--- config.mk ---
export PLATFORM = sky130hd
export DESIGN_NAME = qdec_core
export DESIGN_NICKNAME = d
export VERILOG_FILES = /design/src/rtl/qdec_pkg.sv /design/src/rtl/qdec_phase_track.sv /design/src/rtl/qdec_step_decode.sv /design/src/rtl/qdec_position.sv /design/src/rtl/qdec_core.sv
export SDC_FILE = /design/constraint.sdc
export NUM_CORES = 1
export LEC_CHECK = 0
export ABC_AREA = 1
export BUFFER_PORTS_ARGS = -buffer_cell sky130_fd_sc_hd__buf_2
export CAP_MARGIN = 0
export CORE_MARGIN = 4
export CORE_UTILIZATION = 30
export CTS_CLUSTER_DIAMETER = 40
export CTS_CLUSTER_SIZE = 40
export DETAILED_ROUTE_END_ITERATION = 8
export GPL_TIMING_DRIVEN = 1
export PLACE_DENSITY = 0.44
export SYNTH_ARGS = -nofsm -noshare
export SYNTH_HDL_FRONTEND = slang
export SYNTH_SLANG_ARGS = --single-unit
export TNS_END_PERCENT = 100
--- constraint.sdc ---
create_clock -name clk -period 3.64 [get_ports clk]
set_input_delay 0.728 -clock clk [delete_from_list [all_inputs] [get_ports clk]]
set_output_delay 0.728 -clock clk [all_outputs]
set_load 0.02 [all_outputs]
--- src/rtl/qdec_pkg.sv ---
package qdec_pkg;

  typedef struct packed {
    logic step;
    logic up;
    logic perr;
  } qdec_step_t;

  // Successor of a phase pair in the forward direction ({A,B}).
  function automatic logic [1:0] fwd_next(input logic [1:0] ab);
    case (ab)
      2'b00:   fwd_next = 2'b10;
      2'b10:   fwd_next = 2'b11;
      2'b11:   fwd_next = 2'b01;
      default: fwd_next = 2'b00;
    endcase
  endfunction

endpackage

--- src/rtl/qdec_phase_track.sv ---
module qdec_phase_track (
  input  logic       clk,
  input  logic       rst_n,
  input  logic       swap_ab,
  input  logic       phase_a,
  input  logic       phase_b,
  input  logic       index,
  output logic [1:0] ab_now,
  output logic [1:0] ab_prev,
  output logic       idx_rise
);
  logic idx_q;

  assign ab_now   = swap_ab ? {phase_b, phase_a} : {phase_a, phase_b};
  assign idx_rise = index & ~idx_q;

  // History is kept regardless of enable so re-enabling sees no stale edge.
  always_ff @(posedge clk or negedge rst_n) begin
    if (!rst_n) begin
      ab_prev <= 2'b00;
      idx_q   <= 1'b0;
    end else begin
      ab_prev <= ab_now;
      idx_q   <= index;
    end
  end
endmodule

--- src/rtl/qdec_step_decode.sv ---
module qdec_step_decode
  import qdec_pkg::*;
(
  input  logic [1:0] ab_prev,
  input  logic [1:0] ab_now,
  output qdec_step_t step_o
);
  logic [1:0] diff;

  always_comb begin
    diff        = ab_prev ^ ab_now;
    step_o.perr = (diff == 2'b11);
    step_o.step = (diff == 2'b01) || (diff == 2'b10);
    step_o.up   = (ab_now == fwd_next(ab_prev));
  end
endmodule

--- src/rtl/qdec_position.sv ---
module qdec_position
  import qdec_pkg::*;
#(
  parameter int W = 32
) (
  input  logic         clk,
  input  logic         rst_n,
  input  logic         enable,
  input  logic         index_reset_mode,
  input  logic [W-1:0] ceiling,
  input  qdec_step_t   step_i,
  input  logic         idx_hit,
  output logic [W-1:0] position,
  output logic         dir_up,
  output logic         ev_dir_change,
  output logic         ev_reset_up,
  output logic         ev_reset_down,
  output logic         ev_phase_err
);
  localparam logic [W-1:0] ONE = {{(W-1){1'b0}}, 1'b1};

  logic [W-1:0] ceil_q;
  logic [W-1:0] pos_n;
  logic         dir_n, chg_n, rup_n, rdn_n, perr_n;

  always_comb begin
    pos_n  = position;
    dir_n  = dir_up;
    chg_n  = 1'b0;
    rup_n  = 1'b0;
    rdn_n  = 1'b0;
    perr_n = 1'b0;
    if (enable) begin
      if (step_i.perr) begin
        perr_n = 1'b1;
      end else if (step_i.step) begin
        dir_n = step_i.up;
        chg_n = (step_i.up != dir_up);
        if (step_i.up) begin
          if (!index_reset_mode && position == ceil_q) begin
            pos_n = '0;
            rup_n = 1'b1;
          end else begin
            pos_n = position + ONE;
          end
        end else begin
          if (!index_reset_mode && position == '0) begin
            pos_n = ceil_q;
            rdn_n = 1'b1;
          end else begin
            pos_n = position - ONE;
          end
        end
      end
      if (index_reset_mode && idx_hit) begin
        pos_n = dir_n ? '0 : ceil_q;
        rup_n = dir_n;
        rdn_n = ~dir_n;
      end
    end
  end

  always_ff @(posedge clk or negedge rst_n) begin
    if (!rst_n) begin
      ceil_q        <= '1;
      position      <= '0;
      dir_up        <= 1'b1;
      ev_dir_change <= 1'b0;
      ev_reset_up   <= 1'b0;
      ev_reset_down <= 1'b0;
      ev_phase_err  <= 1'b0;
    end else begin
      if (!enable) ceil_q <= ceiling;
      position      <= pos_n;
      dir_up        <= dir_n;
      ev_dir_change <= chg_n;
      ev_reset_up   <= rup_n;
      ev_reset_down <= rdn_n;
      ev_phase_err  <= perr_n;
    end
  end

  AST_HOLD_WHEN_OFF: assert property (@(posedge clk) disable iff (!rst_n)
    !enable |=> $stable(position));
  AST_RESET_EXCLUSIVE: assert property (@(posedge clk) disable iff (!rst_n)
    $onehot0({ev_reset_up, ev_reset_down}));
  AST_UP_RESET_ZERO: assert property (@(posedge clk) disable iff (!rst_n)
    ev_reset_up |-> position == '0);
  AST_DOWN_RESET_CEIL: assert property (@(posedge clk) disable iff (!rst_n)
    ev_reset_down |-> position == ceil_q);
  AST_PERR_FREEZE: assert property (@(posedge clk) disable iff (!rst_n)
    (ev_phase_err && !ev_reset_up && !ev_reset_down) |-> $stable(position));
  AST_CEIL_LOCKED: assert property (@(posedge clk) disable iff (!rst_n)
    enable |=> $stable(ceil_q));
  AST_SINGLE_STEP: assert property (@(posedge clk) disable iff (!rst_n)
    (!ev_reset_up && !ev_reset_down) |->
      (position == $past(position) || position == $past(position) + ONE ||
       position == $past(position) - ONE));
endmodule

--- src/rtl/qdec_core.sv ---
module qdec_core
  import qdec_pkg::*;
#(
  parameter int W = 32
) (
  input  logic         clk,
  input  logic         rst_n,
  input  logic         enable,
  input  logic         index_reset_mode,
  input  logic         swap_ab,
  input  logic [1:0]   gate_sel,
  input  logic [W-1:0] ceiling,
  input  logic         phase_a,
  input  logic         phase_b,
  input  logic         index,
  output logic [W-1:0] position,
  output logic         dir_up,
  output logic         ev_dir_change,
  output logic         ev_reset_up,
  output logic         ev_reset_down,
  output logic         ev_phase_err
);
  logic [1:0] ab_now, ab_prev;
  logic       idx_rise, idx_hit;
  qdec_step_t step;

  qdec_phase_track u_track (
    .clk(clk), .rst_n(rst_n), .swap_ab(swap_ab),
    .phase_a(phase_a), .phase_b(phase_b), .index(index),
    .ab_now(ab_now), .ab_prev(ab_prev), .idx_rise(idx_rise)
  );

  qdec_step_decode u_dec (
    .ab_prev(ab_prev), .ab_now(ab_now), .step_o(step)
  );

  assign idx_hit = idx_rise && (ab_now == gate_sel);

  qdec_position #(.W(W)) u_pos (
    .clk(clk), .rst_n(rst_n), .enable(enable),
    .index_reset_mode(index_reset_mode), .ceiling(ceiling),
    .step_i(step), .idx_hit(idx_hit),
    .position(position), .dir_up(dir_up),
    .ev_dir_change(ev_dir_change), .ev_reset_up(ev_reset_up),
    .ev_reset_down(ev_reset_down), .ev_phase_err(ev_phase_err)
  );

  AST_PERR_NOT_STEP: assert property (@(posedge clk) disable iff (!rst_n)
    ev_phase_err |-> !ev_dir_change);
endmodule

==> results of run 1 <==
cell type report:
| type | count | area [um^2] | share of cell area (%) |
|---|---|---|---|
| clock inverters | 7 | 102.6 | 1.447 |
| inverters | 104 | 392.9 | 5.542 |
| clock buffers | 9 | 225.2 | 3.177 |
| flip-flops and latches | 72 | 1843 | 26.00 |
| multi-input cells | 772 | 3727 | 52.58 |
| well taps | 270 | 337.8 | 4.765 |
| repair buffers | 87 | 460.4 | 6.495 |
flip-flops by register name, summed over array words and instances (netlist names):
name                 count
u_pos.ev_phase_err       1
u_track.idx_q            1
u_pos.position          32
u_pos.ev_reset_up        1
u_pos.ceil_q            32
u_pos.dir_up             1
u_pos.ev_dir_change      1
u_pos.ev_reset_down      1
u_track.ab_prev          2
through the flow:
stage	power (W)	worst slack, ns	util [%]	hold WS, ns	instance area, um^2
CTS	0.004991	1.170	34.59	0.4878	7089
global route	0.005377	0.9315	34.59	0.4926	7089
floorplan	0.003334	1.344	-	0.4324	6326
finish	0.004949	1.185	34.59	0.4900	7089
detailed placement	0.003955	0.7995	32.99	0.4817	6761
global placement	0.003958	0.8710	32.99	0.4752	6761
tightest hold or removal path: stages, from the launching register on:
cell	delay, ns
dfstp_2	0.39
nand2_1	0.06
nand2_1	0.05
layer usage:
layer / vias up / routed length (um) / global-route usage [%]
met3: 26 / 787 / 2.912
met4: 0 / 499 / 5.431
met1: 2952 / 10880 / 26.29
met5: - / 0 / 0
li1: 3215 / - / -
met2: 124 / 9563 / 29.08
logic make-up (layout without fill, tap and decap cells):
kind of cell	Yosys count	after routing	share of synthesized area, %
flops	72	72	29.13
simple gates	625	625	42.52
xor+xnor	57	57	8.010
compound gates	87	87	7.793
fa+ha+maj	3	3	0.5934
buf+inv	157	207	11.95
cells in the mapped netlist (6+ instances only):
master    count
nor3_1       15
nor2_4        6
a21oi_1       9
o21ai_1       8
o211ai_1     14
nand3b_1      7
buf_2        20
nand4_1      10
inv_2        10
dfstp_2      33
clkbuf_1     12
dfrtp_1      39
o21ai_0      48
nand3_1      90
nand2_2       6
nor2_2       18
inv_1        92
nand2_1     334
nor2_1      129
xor2_1       47
xnor2_1       9
buf_6        16
worst max path at each step:
stage                 start                        endpoint  slack [ns]
global route        swap_ab  u_pos.position[16]$_DFFE_PN0P_        0.93
global placement    swap_ab  u_pos.position[16]$_DFFE_PN0P_        0.87
floorplan           swap_ab  u_pos.position[23]$_DFFE_PN0P_        1.34
finish              swap_ab  u_pos.position[16]$_DFFE_PN0P_        1.19
detailed placement  swap_ab  u_pos.position[16]$_DFFE_PN0P_        0.80
CTS                 swap_ab  u_pos.position[16]$_DFFE_PN0P_        1.17
power groups by stage:
stage	Sequential, W	Clock (W)	Combinational, W
3_3_place_gp	0.00149	0	0.00247
6_report	0.00147	0.00100	0.00248
2_1_floorplan	0.00138	0	0.00195
4_1_cts	0.00147	0.00103	0.00249
3_5_place_dp	0.00148	0	0.00247
5_1_grt	0.00153	0.00106	0.00279
==> metrics.md, run 1 <==
| Metric | Value |
|---|---|
| Core Rows | 52 |
| Sw Share | 49.91% |
| WHS Path Cells | 2 |
| Share of power burned in registers | between 20 and 30% |
| Pwr/cell area | 698.1 nW/um^2 |
| Setup TNS | 0 ns |
| R2r worst-path depth | 13 |
| CTS resizes | 0 |
| Layout Nets | between 1k and 1.5k |
| Critical Path Max Stage Delay | 0.27 ns |
| Psw | ~0.0025 W |
| Dpl hpwl | 16.12 mm |
| Final setup fails | 0 |
| CTS Buf Count | 9 |
| Setup CP Type | input port to register |
| Number of flops mapped to enable cells by yosys | 0 |
| CTS max path bufs | 2 |
| IO Count | 79 |
| Worst Hold Launch | u_pos.ceil_q[2]$_DFFE_PN1N_ |
| First-pass GRT wire length | about 35 mm |
| Slew margin rel. | 37.48% |
| Register bit total from synthesis | 72 |
| Status | finished clean |
| Die Wd | 153.2 um |
| Worst path slowest cell | ha_1 |
| # DRC | 0 |
| Part of the power in combinational logic | 50.1% |
| Final worst-path cycle share | roughly 67% |
| Tmin final | 2.455 ns |
| Arr. time, crit path | between 2 and 3 ns |
| FMAX | 407.4 MHz |
| Cells after Synth | roughly 1k |
| Worst Path Max Fanout | 23 |
| P&R area growth vs syn | 12.06% |
| Syn nets | 1046 |
| Post-CTS Hold Buffers | 0 |
| Area of the mapped netlist | 6326 um^2 |
| Pins Over Slew Limit | 0 |
| Worst skew pair latency | 0.36 ns |
| Peak supply drop | 0.0002293 V |
| Mean area per synthesized cell | 6.320 um^2 |
| Initial antenna violation count | 0 |
| Worst r2r src | u_pos.position[1]$_DFFE_PN0P_ |
| Worst reg2reg endpoint | u_pos.position[22]$_DFFE_PN0P_ |
| Root Driver | clkbuf_16 |
| CP top delay family | simple AND/OR/NAND/NOR gates |
| Hold Path Sink | u_pos.ceil_q[2]$_DFFE_PN1N_ |
| Total grt overflow | 0 |
| Critical path depth | 15 |
| Most frequent cell on the critical path | inv_2 |
| Ys Warns | 0 |
| Count of final hold-check violations | 0 |
| Most used DFF post-synth | dfrtp_1 |
| Number of global-route vias before repair | approximately 6.1k |
| # diodes | 0 |
| Core area | 20490 um^2 |
| Cell accounting for the most synthesized area | nand2_1 |
| Crit start category | input port |
| Htree depth | 3 |
| Register area share after synthesis | between 20 and 30% |
| CTS tree | done |
| R2R Setup Slk | 1.21 ns |
| Asr flop ratio synth | 100.0% |
| Hold WC Path Type | register to register |
| Clock sink total | 72 |
| Synth area leaders | nand2_1 (20%), dfrtp_1 (15%), dfstp_2 (14%) |
| Avg WL per Cell | 16.45 um |
| Worst Tran Pin Value | 0.9365 ns |
| Placer Congestion | 0.9275 |
| Iter 0 DRT Violations | 389 |
| Total GRT Usage | 18.51% |
| Commonest non-fill, non-tap cell in the layout | nand2_1 |
| 1st-pass router iterations | 5 |
| Filler cells | 2331 |
| Die Ht | 153.2 um |
| Max-cap viol count | 0 |
| Final std cells w/o fill | approximately 1.3k |
| Drt via density | roughly 4.8 |
| Worst-path clk slew | 0.06 ns |
| Netlist cell types | 36 |
| Clk network pwr share | 20.3% |
| Pint | about 0.0025 W |
| Cells after DPL | about 1.3k |
| Most frequent cells in the layout | nand2_1 (334), nor2_1 (129), inv_1 (91) |
| CP Capture Type | register |
| Port Buffer Count | 78 |
| Vias | 6317 |
| WP buf/inv | 5 |
| Layout cells sized above 1 | 18.08% |
| Pin count of the biggest net entering global routing | 66 |
| Yosys top cell area share | 19.82% |
| LEAKAGE | 3.616 nW |
| Initial Utilization | 30.87% |
| RSZ-0062 raised after global routing | no |
| CP Data Required Time | 3.88 ns |
| Final WL | 21.73 mm |
| Clock skew | between 0.01 and 0.015 ns |
| Antenna violation net count after detailed routing | 0 |
| Crit-path cells | buf_2 -> inv_2 -> nand2_1 -> nand2_2 -> xor2_1 -> ha_1 -> inv_1 -> nor2_1 -> o21ai_1 -> nor2_2 -> inv_2 -> nand2_4 -> inv_2 -> nand3_1 -> nand2_1 |
| Die area | 23470 um^2 |
| Postcts setup bufs | 0 |
No activity file was read; power rests on OpenSTA's default activity.
==> run 2, diff against run 1 <==
PLACE_DENSITY = 0.45   (was 0.44)
clock period = 2.1 ns   (was 3.64 ns; I/O delays follow)
==> run 2 against run 1 <==
Against the previous run: critical path depth shrank 1; die area is the same; sequential share of layout area shrank 4.1 points; worst setup slack lost 1.1 ns; clock power grew 63%; critical endpoint is now u_pos.position[25]$_DFFE_PN0P_.
==> metrics.md, run 2 (same netlist as run 1, synthesis figures left out) <==
| Metric | Value |
|---|---|
| 1st-pass router iterations | 4 |
| Core Rows | 52 |
| First-pass GRT wire length | 36.20 mm |
| R2R Setup Slk | 0.04 ns |
| Commonest non-fill, non-tap cell in the layout | nand2_1 |
| IO Count | between 70 and 80 |
| FMAX | 485.5 MHz |
| Worst skew pair latency | 0.35 ns |
| Cells after DPL | 1405 |
| Crit start category | register |
| Crit-path cells | inv_2 -> ha_4 -> nand3_4 -> nor2_4 -> nand2_2 -> nor2_4 -> nand2_8 -> buf_12 -> o21ai_2 -> inv_1 -> o21ai_1 -> nand3_2 -> nand2_2 -> nand2_1 |
| CTS max path bufs | 2 |
| Most frequent cells in the layout | nand2_1 (325), buf_4 (114), nor2_1 (113) |
| # diodes | 0 |
| Slew margin rel. | 72.84% |
| Total GRT Usage | 19.33% |
| Clock skew | 0.01026 ns |
| Die Ht | approximately 150 um |
| Worst-path clk slew | around 0.070 ns |
| CP Capture Type | register |
| Htree depth | 3 |
| Layout cells sized above 1 | a little under a third |
| Root Driver | clkbuf_16 |
| Setup CP Type | register to register |
| Initial Utilization | 30.87% |
| Final WL | 23.25 mm |
| Die Wd | 153.2 um |
| Pwr/cell area | 1156 nW/um^2 |
| Hold WC Path Type | input port to register |
| Pins Over Slew Limit | 0 |
| Core area | 20490 um^2 |
| LEAKAGE | 4.326 nW |
| # DRC | 0 |
| CP Data Required Time | 2.35 ns |
| Top Registers | u_pos.ceil_q (32), u_pos.position (32), u_track.ab_prev (2) |
| Vias | ~6.8k |
| Final setup fails | 0 |
| Final worst-path cycle share | between 90% and 100% |
| Tmin final | 2.060 ns |
| Hold slack | 0.1985 ns |
| Antenna violation net count after detailed routing | 0 |
| Dpl hpwl | 17.88 mm |
| Total chip power | 0.009794 W |
| Avg WL per Cell | between 15 and 20 um |
| CTS Buf Count | 9 |
| Max-cap viol count | 0 |
| Pre-CTS setup slack | -0.1359 ns |
| Critical Path Max Stage Delay | 0.44 ns |
| Layout Nets | 1214 |
| Port Buffer Count | 78 |
| Status | finished clean |
| P&R area growth vs syn | 33.96% |
| Worst Tran Pin Value | 0.4043 ns |
| Count of final hold-check violations | 0 |
| Iter 0 DRT Violations | 413 |
| CTS tree | done |
| Filler cells | 2225 |
| Peak supply drop | about 0.00049 V |
| Placer Congestion | about 0.94 |
| Number of global-route vias before repair | 6541 |
| RSZ-0062 raised after global routing | yes |
| Total grt overflow | 0 |
| Clock sink total | just over 70 |
| Drt via density | around 4.7 |
| Pin count of the biggest net entering global routing | 38 |
| Final std cells w/o fill | 1444 |
| Initial antenna violation count | 0 |
| Arr. time, crit path | 2.31 ns |
| Worst Path Max Fanout | 7 |
| Worst path slowest cell | dfrtp_2 |
| PnR worst setup slack | approximately 0.040 ns |
| Die area | 23470 um^2 |
-- run 2: through the flow --
| step | util (%) | area [um^2] | TNS [ns] |
|---|---|---|---|
| floorplan | - | 6326 | 0 |
| global placement | 37.27 | 7637 | -1.922 |
| detailed placement | 37.27 | 7637 | -3.544 |
| CTS | 39.00 | 7993 | 0 |
| global route | 41.35 | 8474 | -1.920 |
| finish | 41.35 | 8474 | 0 |
-- run 2: critical path: cells and delay by family, from the launching register on --
kind                       cells  cell delay (ns)
DFF                            1             0.44
and+or+nand+nor                8             0.87
buffers and inverters          3             0.31
adders and majority gates      1             0.15
AOI/OAI and AO/OA              2             0.20
-- run 2: final timing paths --
| check | from | endpoint | cells past startpoint |
|---|---|---|---|
| max | u_pos.position[0]$_DFFE_PN0P_ | u_pos.position[25]$_DFFE_PN0P_ | 14 |
| min reg2reg | u_pos.ceil_q[4]$_DFFE_PN1N_ | u_pos.ceil_q[4]$_DFFE_PN1N_ | 2 |
| min in group asynchronous | rst_n | u_pos.position[5]$_DFFE_PN0P_ | 2 |
| max reg2reg | u_pos.position[0]$_DFFE_PN0P_ | u_pos.position[25]$_DFFE_PN0P_ | 14 |
| min | index | u_track.idx_q$_DFF_PN0_ | 1 |
| max in group asynchronous | rst_n | u_pos.ceil_q[0]$_DFFE_PN1N_ | 3 |
-- run 2: repair_timing --
item	CTS	global route
resized for setup	6	88
gates cloned	0	3
hold buffers	1	0
pin swaps	0	33
endpoints found under the setup margin	26	33
endpoints found under the hold margin	3	0
buffers inserted	1	18
-- run 2: area by class of cell --
cell class | count | area, um^2 | area share [%]
Clock buffer | 10 | 239.0 | 2.820
Clock inverter | 6 | 67.56 | 0.7973
Inverter | 104 | 410.4 | 4.843
Multi-Input combinational cell | 773 | 3984 | 47.01
Sequential cell | 72 | 1857 | 21.91
Tap cell | 270 | 337.8 | 3.986
Timing Repair Buffer | 209 | 1579 | 18.63
-- run 2: routing by layer --
layer,vias to the layer above,routed length [um],global-route usage (%)
met5,-,0,0
met4,0,430,4.540
met3,26,976,3.223
met2,141,10650,31.68
met1,3127,11190,26.71
li1,3477,-,-
-- run 2: report_power, final --
group,internal (W),switching (W)
logic,0.00239,0.00345
registers,0.00178,0.000543
clock network,0.000957,0.000675
total,0.00512,0.00467
==> run 3, diff against run 2 <==
ABC_AREA = unset   (was 1)
PLACE_DENSITY = 0.46   (was 0.45)
==> run 3 against run 2 <==
Against the previous run: the flow now finishes with violations (negative setup slack); die area down 13%; clock skew down 0.0034 ns; largest power group unchanged; non-clock buffer count up 112; sequential power down 7%.
==> metrics.md, run 3 <==
| Metric | Value |
|---|---|
| Layout cells sized above 1 | between 50% and 60% |
| Hold WC Path Type | input port to register |
| Root Driver | clkbuf_16 |
| Top Registers | u_pos.ceil_q (32), u_pos.position (32), u_track.ab_prev (2) |
| Initial antenna violation count | 0 |
| Die Ht | 143.1 um |
| Arr. time, crit path | about 3 ns |
| Finished layout cell area | about 9000 um^2 |
| RSZ-0062 raised after global routing | yes |
| CTS tree | done |
| Total grt overflow | 0 |
| Pwr/cell area | 1095 nW/um^2 |
| Avg WL per Cell | 20.42 um |
| Setup TNS | -12.93 ns |
| M2 GR Usage | a little under two fifths |
| Status | finished with violations |
| Die area | around 20000 um^2 |
| Layout Nets | 958 |
| Cells after Synth | 640 |
| Synth area leaders | dfrtp_1 (18%), dfstp_2 (16%), xor2_1 (6.7%) |
| Clock sink total | 72 |
| Number of flops mapped to enable cells by yosys | 0 |
| Crit start category | register |
| Violated checks | negative setup slack |
| 1st-pass router iterations | 5 |
| Count of final hold-check violations | 0 |
| Commonest non-fill, non-tap cell in the layout | buf_4 |
| Pin count of the biggest net entering global routing | between 40 and 50 |
| Vias | 6196 |
| Final std cells w/o fill | 1147 |
| Most frequent cells in the layout | buf_4 (206), buf_2 (77), nand2_1 (49) |
| M1 GR Usage | 30.36% |
| Worst skew pair latency | 0.35 ns |
| Core area | 17960 um^2 |
| Most frequent cell on the critical path | or4_4 |
| Global routing usage on met3 | 3.784% |
| Pins Over Slew Limit | 0 |
| Register area share after synthesis | 33.68% |
| Crit-path cells | or4_4 -> or4_4 -> or4_4 -> nor3_4 -> or3_1 -> o2111ai_1 -> a221oi_2 |
| Iter 0 DRT Violations | 520 |
| Clock skew | a little under 0.007 ns |
| Yosys top cell area share | 17.84% |
| Port Buffer Count | 78 |
| Placer Congestion | 0.9354 |
| Initial Utilization | between 30% and 40% |
| Area of the mapped netlist | 5471 um^2 |
| Netlist cell types | 65 |
| P&R area growth vs syn | 62.02% |
| Worst path slowest cell | or4_4 |
| Max-cap viol count | 0 |
| FMAX | 364.8 MHz |
| Core Rows | 49 |
| IO Count | 79 |
| CP Capture Type | register |
| Setup CP Type | register to register |
| # diodes | 0 |
| CTS max path bufs | 2 |
| Final setup fails | 34 |
| Grt peak-use layer | met2 |
| Dpl hpwl | 17.43 mm |
| Hold slack | 0.2028 ns |
| Die Wd | between 100 and 150 um |
| Mean area per synthesized cell | 8.549 um^2 |
| Cell accounting for the most synthesized area | dfrtp_1 |
| First-pass GRT wire length | 35.48 mm |
| Final worst-path cycle share | 130.5% |
| CTS Buf Count | 9 |
| # DRC | 0 |
| Asr flop ratio synth | 100.0% |
| Antenna violation net count after detailed routing | 0 |
| Total GRT Usage | 22.68% |
| Worst Path Max Fanout | 4 |
| PnR worst setup slack | -0.6413 ns |
| Worst-path clk slew | 0.06 ns |
| Placed Area | 7706 um^2 |
| Top-count cell post-synth | nand2_1 |
| Ys Warns | 0 |
| Number of global-route vias before repair | 6226 |
| Htree depth | 3 |
| CP top delay family | simple AND/OR/NAND/NOR gates |
| Post-synth top cells | nand2_1 (54), clkbuf_1 (46), a21oi_1 (44), nor2_1 (42), xor2_1 (42) |
| Most used DFF post-synth | dfrtp_1 |
| Cells after DPL | 1103 |
| Syn nets | 685 |
| Drt via density | 5.402 |
| Slew margin rel. | about two thirds |
| Final WL | 23.42 mm |
| Peak supply drop | 0.0005995 V |
| Tmin final | 2.741 ns |
| WP buf/inv | 0 |
| CP Data Required Time | 2.35 ns |
| Layout Utilization | 49.35% |
| Critical Path Max Stage Delay | ~0.58 ns |
| LEAKAGE | 3.802 nW |
| Register bit total from synthesis | between 70 and 80 |
| Worst Tran Pin Value | between 0.5 and 0.6 ns |
run 3: cell types whose count changed in the layout (fill, tap and decap cells not counted), moves of 24 or more:
cell     previous run  this run
nand3_1            75        23
a21oi_1             9        35
nand2_1           325        49
o21ai_0            47        23
mux2_2              0        31
buf_4             114       206
nor2_1            113        34
buf_6               2        28
inv_1              86        12
run 3: routing by layer:
metal,share of wire [%],up-vias
met5,0,-
met4,1.9,0
met3,5.6,30
met2,48,206
met1,44,3066
li1,-,2894
run 3: cells by family (layout without fill, tap and decap cells):
| logic type | count (synthesis) | count (layout) | synth area share (%) |
|---|---|---|---|
| AOI/OAI and AO/OA | 160 | 160 | 19.46 |
| xor gates and xnor gates | 73 | 73 | 11.69 |
| adders and majority gates | 3 | 3 | 0.6861 |
| buffers and inverters | 72 | 350 | 5.420 |
| DFF | 72 | 72 | 33.68 |
| muxes | 35 | 35 | 7.135 |
| and+or+nand+nor | 225 | 225 | 21.93 |
run 3: per-stage QoR:
stage	setup slack, ns	power (W)
after global routing	-0.6674	0.01020
after detailed placement	-0.7019	0.007110
after CTS	-0.5974	0.009483
after floorplan	-0.7208	0.004987
after global placement	-0.6669	0.007094
final	-0.6413	0.009707
run 3: area by class of cell:
class                      instances  area (um^2)
clock buffer                      14        274.0
clock inverter                     2        60.06
fill                            1677         9099
inverter                          13        48.80
multi-input combinational        496         3905
sequential                        72         1863
tap                              229        286.5
timing repair buffer             321         2427
run 3: power breakdown:
part	leakage, nW	switching (W)	total (W)	internal, W
clock network	0.163	0.000622	0.00176	0.00114
logic	2.83	0.00312	0.00580	0.00268
registers	0.806	0.000345	0.00215	0.00180
total	3.80	0.00409	0.00971	0.00562
run 3: final timing paths:
path                                                 from                              to  slack (ns)  cells past startpoint
setup / recovery           u_pos.position[17]$_DFFE_PN0P_  u_pos.position[29]$_DFFE_PN0P_       -0.64                      7
hold / removal                                      index         u_track.idx_q$_DFF_PN0_        0.20                      1
setup reg to reg           u_pos.position[17]$_DFFE_PN0P_  u_pos.position[29]$_DFFE_PN0P_       -0.64                      7
hold reg to reg                  u_pos.dir_up$_DFFE_PN1P_        u_pos.dir_up$_DFFE_PN1P_        0.53                      2
max in group asynchronous                           rst_n    u_pos.ceil_q[26]$_DFFE_PN1N_        0.90                      3
min in group asynchronous                           rst_n   u_pos.position[6]$_DFFE_PN0P_        0.54                      2
run 3: what timing repair did:
action / CTS / global route
hold buffers: 1 / 0
setup endpoints to repair: 33 / 34
endpoints found under the hold margin: 1 / 0
buffers inserted: 23 / 5
gates resized for setup: 90 / 41
pin swaps: 38 / 23
run 3: worst register-to-register path: stages (launching register included):
cell	delay, ns
dfrtp_2	0.40
or4_4	0.53
or4_4	0.47
or4_4	0.58
nor3_4	0.15
or3_1	0.12
o2111ai_1	0.13
a221oi_2	0.26
